## src/rtl/i2c_clkcfg_pkg.sv

```systemverilog
package i2c_clkcfg_pkg;
  typedef enum logic [2:0] {
    PH_IDLE, PH_RX, PH_RXEND, PH_ACK, PH_TX, PH_MACK, PH_TXLOAD
  } phase_t;

  typedef enum logic [1:0] {
    K_ADDR, K_CMD, K_CNT, K_DATA
  } kind_t;
endpackage

```

## src/rtl/i2c_line_sync.sv

```systemverilog
module i2c_line_sync #(
  parameter int STAGES = 2
) (
  input  logic clk,
  input  logic rst_n,
  input  logic scl_i,
  input  logic sda_i,
  output logic scl_s,
  output logic sda_s,
  output logic scl_rise,
  output logic scl_fall,
  output logic start_det,
  output logic stop_det
);
  localparam int NLINES = 2;
  logic [NLINES-1:0] raw;
  logic [NLINES-1:0] synced;
  logic [NLINES-1:0] last;

  assign raw = {scl_i, sda_i};

  for (genvar g = 0; g < NLINES; g++) begin : g_line
    logic [STAGES-1:0] chain;
    always_ff @(posedge clk or negedge rst_n) begin
      if (!rst_n) chain <= '1;
      else        chain <= {chain[STAGES-2:0], raw[g]};
    end
    assign synced[g] = chain[STAGES-1];
  end

  always_ff @(posedge clk or negedge rst_n) begin
    if (!rst_n) last <= '1;
    else        last <= synced;
  end

  assign scl_s     = synced[1];
  assign sda_s     = synced[0];
  assign scl_rise  = synced[1] & ~last[1];
  assign scl_fall  = ~synced[1] & last[1];
  assign start_det = synced[1] & last[1] & last[0] & ~synced[0];
  assign stop_det  = synced[1] & last[1] & ~last[0] & synced[0];
endmodule

```

## src/rtl/i2c_cfg_bank.sv

```systemverilog
module i2c_cfg_bank #(
  parameter int                    NUM_REGS  = 8,
  parameter logic [NUM_REGS*8-1:0] RESET_VAL = '0,
  localparam int PW = $clog2(NUM_REGS + 1),
  localparam int IW = (NUM_REGS > 1) ? $clog2(NUM_REGS) : 1
) (
  input  logic                  clk,
  input  logic                  rst_n,
  input  logic                  wr_en,
  input  logic [IW-1:0]         wr_idx,
  input  logic [7:0]            wr_data,
  input  logic [PW-1:0]         rd_idx,
  output logic [7:0]            rd_data,
  output logic [NUM_REGS*8-1:0] regs_flat
);
  localparam logic [PW-1:0] LIMIT = PW'(NUM_REGS);
  logic [7:0] regs [NUM_REGS];

  always_ff @(posedge clk or negedge rst_n) begin
    if (!rst_n) begin
      for (int i = 0; i < NUM_REGS; i++) regs[i] <= RESET_VAL[i*8 +: 8];
    end else if (wr_en) begin
      regs[wr_idx] <= wr_data;
    end
  end

  assign rd_data = (rd_idx < LIMIT) ? regs[rd_idx[IW-1:0]] : 8'h00;

  for (genvar g = 0; g < NUM_REGS; g++) begin : g_flat
    assign regs_flat[g*8 +: 8] = regs[g];
  end

  // an accepted write is visible in the addressed register one cycle later
  p_write_lands_r4: assert property (@(posedge clk) disable iff (!rst_n)
    $past(wr_en) |-> regs[$past(wr_idx)] == $past(wr_data));
endmodule

```

## src/rtl/i2c_cfg_engine.sv

```systemverilog
module i2c_cfg_engine
  import i2c_clkcfg_pkg::*;
#(
  parameter int         NUM_REGS = 8,
  parameter logic [6:0] DEV_ADDR = 7'h69,
  localparam int PW = $clog2(NUM_REGS + 1),
  localparam int IW = (NUM_REGS > 1) ? $clog2(NUM_REGS) : 1
) (
  input  logic          clk,
  input  logic          rst_n,
  input  logic          scl_s,
  input  logic          sda_s,
  input  logic          scl_rise,
  input  logic          scl_fall,
  input  logic          start_det,
  input  logic          stop_det,
  input  logic [7:0]    rd_data,
  output logic [PW-1:0] rd_idx,
  output logic          wr_en,
  output logic [IW-1:0] wr_idx,
  output logic [7:0]    wr_data,
  output logic          sda_oe
);
  localparam logic [PW-1:0] LIMIT = PW'(NUM_REGS);

  phase_t     phase;
  kind_t      kind;
  logic [2:0] bitcnt;
  logic [7:0] shreg;
  logic [7:0] tx_sh;
  logic [PW-1:0] ptr;
  logic       rd_mode;

  assign rd_idx = ptr;

  always_ff @(posedge clk or negedge rst_n) begin
    if (!rst_n) begin
      phase   <= PH_IDLE;
      kind    <= K_ADDR;
      bitcnt  <= '0;
      shreg   <= '0;
      tx_sh   <= '0;
      ptr     <= '0;
      rd_mode <= 1'b0;
      sda_oe  <= 1'b0;
      wr_en   <= 1'b0;
      wr_idx  <= '0;
      wr_data <= '0;
    end else begin
      wr_en <= 1'b0;
      if (start_det) begin
        phase   <= PH_RX;
        kind    <= K_ADDR;
        bitcnt  <= '0;
        ptr     <= '0;
        rd_mode <= 1'b0;
        sda_oe  <= 1'b0;
      end else if (stop_det) begin
        phase  <= PH_IDLE;
        sda_oe <= 1'b0;
      end else begin
        unique case (phase)
          PH_RX: if (scl_rise) begin
            shreg <= {shreg[6:0], sda_s};
            if (bitcnt == 3'd7) begin
              bitcnt <= '0;
              phase  <= PH_RXEND;
            end else begin
              bitcnt <= bitcnt + 3'd1;
            end
          end
          PH_RXEND: if (scl_fall) begin
            if (kind == K_ADDR && shreg[7:1] != DEV_ADDR) begin
              phase <= PH_IDLE;
            end else begin
              sda_oe <= 1'b1;
              phase  <= PH_ACK;
              if (kind == K_ADDR) rd_mode <= shreg[0];
              if (kind == K_DATA && ptr < LIMIT) begin
                wr_en   <= 1'b1;
                wr_idx  <= ptr[IW-1:0];
                wr_data <= shreg;
                ptr     <= ptr + 1'b1;
              end
            end
          end
          PH_ACK: if (scl_fall) begin
            if (rd_mode) begin
              tx_sh  <= rd_data;
              sda_oe <= ~rd_data[7];
              bitcnt <= '0;
              phase  <= PH_TX;
            end else begin
              sda_oe <= 1'b0;
              phase  <= PH_RX;
              kind   <= (kind == K_ADDR) ? K_CMD :
                        (kind == K_CMD)  ? K_CNT : K_DATA;
            end
          end
          PH_TX: if (scl_fall) begin
            if (bitcnt == 3'd7) begin
              sda_oe <= 1'b0;
              phase  <= PH_MACK;
            end else begin
              bitcnt <= bitcnt + 3'd1;
              sda_oe <= ~tx_sh[6];
              tx_sh  <= {tx_sh[6:0], 1'b0};
            end
          end
          PH_MACK: if (scl_rise) begin
            if (sda_s) begin
              phase <= PH_IDLE;
            end else begin
              phase <= PH_TXLOAD;
              if (ptr < LIMIT) ptr <= ptr + 1'b1;
            end
          end
          PH_TXLOAD: if (scl_fall) begin
            tx_sh  <= rd_data;
            sda_oe <= ~rd_data[7];
            bitcnt <= '0;
            phase  <= PH_TX;
          end
          default: ;
        endcase
      end
    end
  end

  // SDA is only pulled low after SCL has been seen low
  p_drive_scl_low_r9: assert property (@(posedge clk) disable iff (!rst_n)
    $rose(sda_oe) |-> !$past(scl_s));
  // the idle phase never pulls the bus
  p_idle_released_r7: assert property (@(posedge clk) disable iff (!rst_n)
    (phase == PH_IDLE) |-> !sda_oe);
  // the register pointer saturates one past the last register
  p_ptr_bound_r5: assert property (@(posedge clk) disable iff (!rst_n)
    ptr <= LIMIT);
  // a START always leaves SDA released
  p_start_release_r8: assert property (@(posedge clk) disable iff (!rst_n)
    $past(start_det) |-> !sda_oe);
endmodule

```

## src/rtl/i2c_clkcfg_slave.sv

```systemverilog
module i2c_clkcfg_slave #(
  parameter int                    NUM_REGS  = 8,
  parameter logic [6:0]            DEV_ADDR  = 7'h69,
  parameter int                    FSEL_W    = 6,
  parameter logic [NUM_REGS*8-1:0] RESET_VAL = 64'hFFFF_FFFF_FFFF_FF0A
) (
  input  logic                  clk,
  input  logic                  rst_n,
  input  logic                  scl_i,
  input  logic                  sda_i,
  output logic                  sda_oe_o,
  output logic [NUM_REGS*8-1:0] regs_o,
  output logic [FSEL_W-1:0]     freq_sel_o
);
  localparam int PW = $clog2(NUM_REGS + 1);
  localparam int IW = (NUM_REGS > 1) ? $clog2(NUM_REGS) : 1;

  logic          scl_s, sda_s, scl_rise, scl_fall, start_det, stop_det;
  logic [7:0]    rd_data, wr_data;
  logic [PW-1:0] rd_idx;
  logic [IW-1:0] wr_idx;
  logic          wr_en;

  i2c_line_sync #(.STAGES(2)) u_sync (
    .clk(clk), .rst_n(rst_n), .scl_i(scl_i), .sda_i(sda_i),
    .scl_s(scl_s), .sda_s(sda_s), .scl_rise(scl_rise), .scl_fall(scl_fall),
    .start_det(start_det), .stop_det(stop_det)
  );

  i2c_cfg_engine #(.NUM_REGS(NUM_REGS), .DEV_ADDR(DEV_ADDR)) u_engine (
    .clk(clk), .rst_n(rst_n), .scl_s(scl_s), .sda_s(sda_s),
    .scl_rise(scl_rise), .scl_fall(scl_fall),
    .start_det(start_det), .stop_det(stop_det),
    .rd_data(rd_data), .rd_idx(rd_idx),
    .wr_en(wr_en), .wr_idx(wr_idx), .wr_data(wr_data), .sda_oe(sda_oe_o)
  );

  i2c_cfg_bank #(.NUM_REGS(NUM_REGS), .RESET_VAL(RESET_VAL)) u_bank (
    .clk(clk), .rst_n(rst_n), .wr_en(wr_en), .wr_idx(wr_idx),
    .wr_data(wr_data), .rd_idx(rd_idx), .rd_data(rd_data),
    .regs_flat(regs_o)
  );

  assign freq_sel_o = regs_o[FSEL_W-1:0];
endmodule

```

## config.mk

```make
export PLATFORM = sky130hd
export DESIGN_NAME = i2c_clkcfg_slave
export DESIGN_NICKNAME = d
export VERILOG_FILES = /design/src/rtl/i2c_clkcfg_pkg.sv /design/src/rtl/i2c_line_sync.sv /design/src/rtl/i2c_cfg_bank.sv /design/src/rtl/i2c_cfg_engine.sv /design/src/rtl/i2c_clkcfg_slave.sv
export SDC_FILE = /design/constraint.sdc
export NUM_CORES = 1
export LEC_CHECK = 0
export ABC_AREA = 0
export BUFFER_PORTS_ARGS = -buffer_cell sky130_fd_sc_hd__buf_2
export CAP_MARGIN = 25
export CORE_ASPECT_RATIO = 0.7
export CORE_UTILIZATION = 58
export DETAILED_ROUTE_END_ITERATION = 12
export PLACE_DENSITY = 0.78
export SLEW_MARGIN = 20
export SYNTH_ARGS = -nofsm -noshare
export SYNTH_HDL_FRONTEND = slang
export SYNTH_HIERARCHICAL = 1
export SYNTH_SLANG_ARGS = --single-unit
```

## constraint.sdc

```tcl
create_clock -name clk -period 2.57 [get_ports clk]
set_input_delay 0.514 -clock clk [delete_from_list [all_inputs] [get_ports clk]]
set_output_delay 0.514 -clock clk [all_outputs]
set_load 0.03 [all_outputs]
```

Word-level counts from Yosys, hierarchy flattened
Index checks and enable logic that the tools add are counted.

Bits of input ports: 4. Register bits: 111.

Mux-type cells: 75. Add/subtract/negate cells: 2. Magnitude comparators: 4. Bitwise gates (word level): 18. Reductions and logical operators: 22. Equality and inequality tests: 39.

Operators with widths (number): 64-bit bitwise mux (1); 3-bit two-way mux (21); 7-bit two-way mux (5); 4-bit two-way mux (8); 8-bit two-way mux (4); 4-bit inequality test (second input constant) (7); 3-bit inequality test (second input constant) (9); 8-bit binary-select mux with 3-bit select (1); 8-bit demux with 3-bit select (1); 8-bit AND reduction (3); 1-bit two-way mux (22); 7-bit case mux with 3 select lines (1); 3-bit case mux with 6 select lines (1); 2-bit two-way mux (7); 2-bit inequality test (second input constant) (7); 3-bit equality test (second input constant) (4); 3-bit case mux with 4 select lines (1); 6-bit AND reduction (2); 3-bit by 2-bit inequality test with 1-bit output (second input constant) (3); 1-bit NOT (9); 9-bit AND reduction (1); 4-bit >= comparator (second input constant) (2); 4-bit by 3-bit inequality test with 1-bit output (second input constant) (2); 3-bit NOT with 4-bit output (2); other kinds (22) (36).

Longest topological paths before layout
Word-level depth: 11. Gate-level depth with buffers: 9.

Modules after synthesis
Netlist, hierarchy kept.

Modules (own cells, without submodules): i2c_cfg_bank (cells each 180, area each 3104.2 um^2, sequential area each 1674.1 um^2, times used 1); i2c_cfg_engine (cells each 193, area each 2189.6 um^2, sequential area each 1026.0 um^2, times used 1); i2c_line_sync (cells each 10, area each 190.2 um^2, sequential area each 157.7 um^2, times used 1); i2c_clkcfg_slave (cells each 6, area each 45.0 um^2, sequential area each 0.0 um^2, times used 1).

Least setup slack after synthesis
OpenSTA, ideal clock, no wires.

Kind: register -> register. From: register u_sync.last[0]. To: register u_engine.rd_mode. Data required time: 2.438 ns. Cell stages (with the launch flop): 7. Path slack: 0.524 ns. Data arrival time: 1.914 ns. Setup time: 0.132 ns. Buffers on the path: 1. Cell sequence: dfstp_2 -> and4b_1 -> buf_4 -> or4b_2 -> nor4_1 -> mux2i_1 -> nor2_1.

Cells in the longest elaborated chain, start to end: 5. Elaborated cells between the ends (all ways): 12. Classes of those cells: eq/ne (2); mux (1); bitwise (5); reduce/logical (4).

RTL lines: start, declared (line i2c_line_sync.sv:18) `logic [NLINES-1:0] last;`; start signal, assigned (line i2c_line_sync.sv:33) `else last <= synced;`; 1-bit NOT (line i2c_line_sync.sv:41) `assign stop_det = synced[1] & last[1] & ~last[0] & synced[0];`; 1-bit bitwise AND (2 in series) (line i2c_line_sync.sv:41); net stop_det (line i2c_clkcfg_slave.sv:18) `logic scl_s, sda_s, scl_rise, scl_fall, start_det, stop_det;`; 2-bit inequality test (no line); 5-bit AND reduction (no line); end signal, assigned (line i2c_cfg_engine.sv:78) `if (kind == K_ADDR) rd_mode <= shreg[0];`; end, declared (line i2c_cfg_engine.sv:32) `logic rd_mode;`.

The timed path passes the listed nets, and every way through them passes these cells. A chain may end at the register's enable or synchronous reset.

Worst setup path after layout
Ends and elaborated chain as after synthesis.

==> results.toml <==
[run_status]
status = "finished, final reports clean"

[clock_tree]
postCtsSetupBuffers = 0
cts_made_buffers = 9
cts_tree = "built"
h-tree-depth = 3
clock_latency_ns = 0.35
cts.path.max_buffers = 2
clk_pin_slew_ns = 0.07
hold_buffers = 0
clock_sinks = 111
cts_resized = 0
cts_root_buffer = "clkbuf_16"

[route]
wl_per_cell_um = 20.8
vias_per_cell = 6.10
vias = 3587
wirelength_um = 12200
dr.pass1.iters = 4
postRouteAntennaNets = 0
drt_iter0_drc = 238
drc_errors = 0

[yosys]
synth_edf_count = 0
yosys-top-cells-area = "dfstp_2 30%, dfrtp_1 21%, mux2_2 20%, mux4_1 7.1%, mux2i_1 2.0%"
synth_area_per_cell_um2 = 14.2
synth.most_common_cell = "mux2_2"
syn_nets = 396
ys_types = 59
ys_warn_count = 6
synth-seq-cells = 111
async_flop_share_pct = 100
synth.top_cell.area_share_pct = 30.4
synth_ff_type = "dfstp_2"
synthCells = 389
synth_area_um2 = 5530
synthTopCellsByCount = "97 x mux2_2, 64 x dfstp_2, 47 x dfrtp_1"
ys_seq_area_share_pct = 51.7
yosysTopAreaCell = "dfstp_2"

[layout]
syn2layout_area_growth_pct = 14.7
fin_nets = 466
layout-drive-gt1-share_pct = 59.1
stdcell_area_um2 = 6340
num_antenna_cells = 0
post-route-util_pct = 69.4

[power]
pwr-share-clk_pct = 43.3
p_int_mw = 2.65
combPwrFrac_pct = 3.0
switching_share_pct = 20.6
peakVddDrop_uv = 457
p_leak_nw = 2.99
power_density_nw_per_um2 = 527
seqPwrFrac_pct = 53.7
netSwitchingPower_uw = 689
finalPower_mw = 3.34

[placement]
place_area_um2 = 6020
dp_slack_ns = 0.358
io_buffers = 74
finalWeightedCongestion = 0.901
hpwl_um = 7910

[sta]
setup_violations = 0
relSlewSlack_pct = 49.1
period_needed_ns = 2.23
fin_tns_setup_ns = 0
hold_viol = 0
rsz0062_at_grt = "false"
setup_ws_ns = 0.344
period_share_pct = 86.6
fmax_mhz = 449
slew_violations = 0
fin_skew_ns = 0.0117
tightest_slew_ns = 0.760

[critical_path]
required_ns = 2.77
cp.arrival_ns = 2.43
r2r-start = "u_sync/last[0]"
r2r-end = "u_engine/rd_mode"
cp-startpoint = "u_sync/last[0]"
cp-start-kind = "register"
cp-end-kind = "register"
cp-endpoint = "u_engine/rd_mode"
reg2reg_slack_ns = 0.34
critPathKind = "register to register"
reg2reg_depth = 5
cp_max_fo = 10

[grt]
antenna_found_initial = 0
grt_pass1_vias = 3545
grt_pass1_wl_um = 19600
overflow = 0
grt_max_degree = 112
grt_usage_pct = 26.0

[floorplanning]
die_height_um = 83.7
initial_core_util_pct = 60.5
ioPinCount = 75
die_x_um = 119
rows = 29
core-area_um2 = 9140
dieArea_um2 = 9930

[flow_run]
cap_viol_max_count = 0

[hold_path]
holdCritPathClass = "primary input to asynchronous set/reset pin"
## critical path, stage by stage (launching register included)
cell and delay [ns]:
dfstp_2 0.53, and4b_1 0.34, or4b_2 0.65, nor4_1 0.27, mux2i_1 0.24, nor2_1 0.06
## power groups by stage
| stage | sequential, mW | combinational, mW | clock (mW) |
|---|---|---|---|
| after floorplan | 1.81 | 0.0499 | 0 |
| after global placement | 1.82 | 0.100 | 0 |
| after detailed placement | 1.82 | 0.102 | 0 |
| after CTS | 1.79 | 0.102 | 1.48 |
| after global routing | 1.80 | 0.116 | 1.54 |
| final | 1.79 | 0.102 | 1.45 |
## kinds of logic (layout without fill, tap and decap cells)
| family | after synthesis | after routing | share of synthesized area [%] |
|---|---|---|---|
| multiplexers | 124 | 124 | 29.3 |
| flip-flops | 111 | 111 | 51.7 |
| AND/OR/NAND/NOR | 77 | 77 | 9.44 |
| AO/OA/AOI/OAI | 39 | 39 | 5.07 |
| buffers and inverters | 33 | 108 | 3.53 |
| adder cells (fa/ha/maj) | 3 | 3 | 0.679 |
| XOR/XNOR | 2 | 2 | 0.317 |
## cell usage in the layout, fill, tap and decap left out, types with 3 or more instances in the layout
master / Yosys / final
buf_2: 9 / 73
buf_12: 0 / 4
mux4_1: 15 / 15
nor2_1: 16 / 16
o31ai_1: 4 / 4
mux2_2: 97 / 97
nand2_1: 9 / 9
and4b_1: 3 / 3
o21ai_0: 7 / 7
nor2b_1: 10 / 10
inv_1: 6 / 6
dfstp_2: 64 / 64
a21oi_1: 8 / 8
nand4b_1: 5 / 5
ha_1: 3 / 3
nand4_1: 6 / 6
clkbuf_16: 0 / 10
dfrtp_1: 47 / 47
mux2i_1: 11 / 11
buf_4: 8 / 9
## per-layer routing
metal / vias to the layer above / part of all wire [%] / track usage, %
met4: 0 / 0.81 / 5.98
li1: 1602 / - / -
met2: 104 / 46 / 39.4
met3: 11 / 5.0 / 4.85
met1: 1870 / 48 / 39.0
met5: - / 0 / 0
## sequential cells by signal, summed over array words and instances (netlist names), 4 cells and up
name,flops
u_bank/regs_flat,64
u_engine/shreg,8
u_engine/wr_data,8
u_engine/tx_sh,7
u_engine/rd_idx,4
u_sync/g_line.chain,4
## layout make-up
| cell class | count | area [µm²] |
|---|---|---|
| Sequential cell | 111 | 2860 |
| Fill cell | 623 | 2800 |
| Multi-Input combinational cell | 245 | 2480 |
| Timing Repair Buffer | 86 | 513 |
| Clock buffer | 13 | 272 |
| Tap cell | 124 | 155 |
| Clock inverter | 3 | 47.5 |
| Inverter | 6 | 22.5 |
## through the flow
step	std cells	hold WS [ns]
floorplan	389	0.218
global placement	572	0.346
detailed placement	572	0.348
CTS	588	0.258
global route	588	0.258
finish	588	0.236
## worst min path at each step
stage	start	end	slack [ns]	cells after the start
after floorplan	rst_n	u_bank/regs_flat[0]	0.22	0
after global placement	u_sync/g_line[1].chain[0]	u_sync/g_line[1].chain[1]	0.35	0
after detailed placement	u_sync/g_line[0].chain[0]	u_sync/g_line[0].chain[1]	0.35	0
after CTS	rst_n	u_engine/kind[1]	0.26	2
after global routing	sda_i	u_sync/g_line[0].chain[0]	0.26	1
final	rst_n	u_engine/phase[2]	0.24	2
Note: power is estimated with default switching activity, not from simulation.
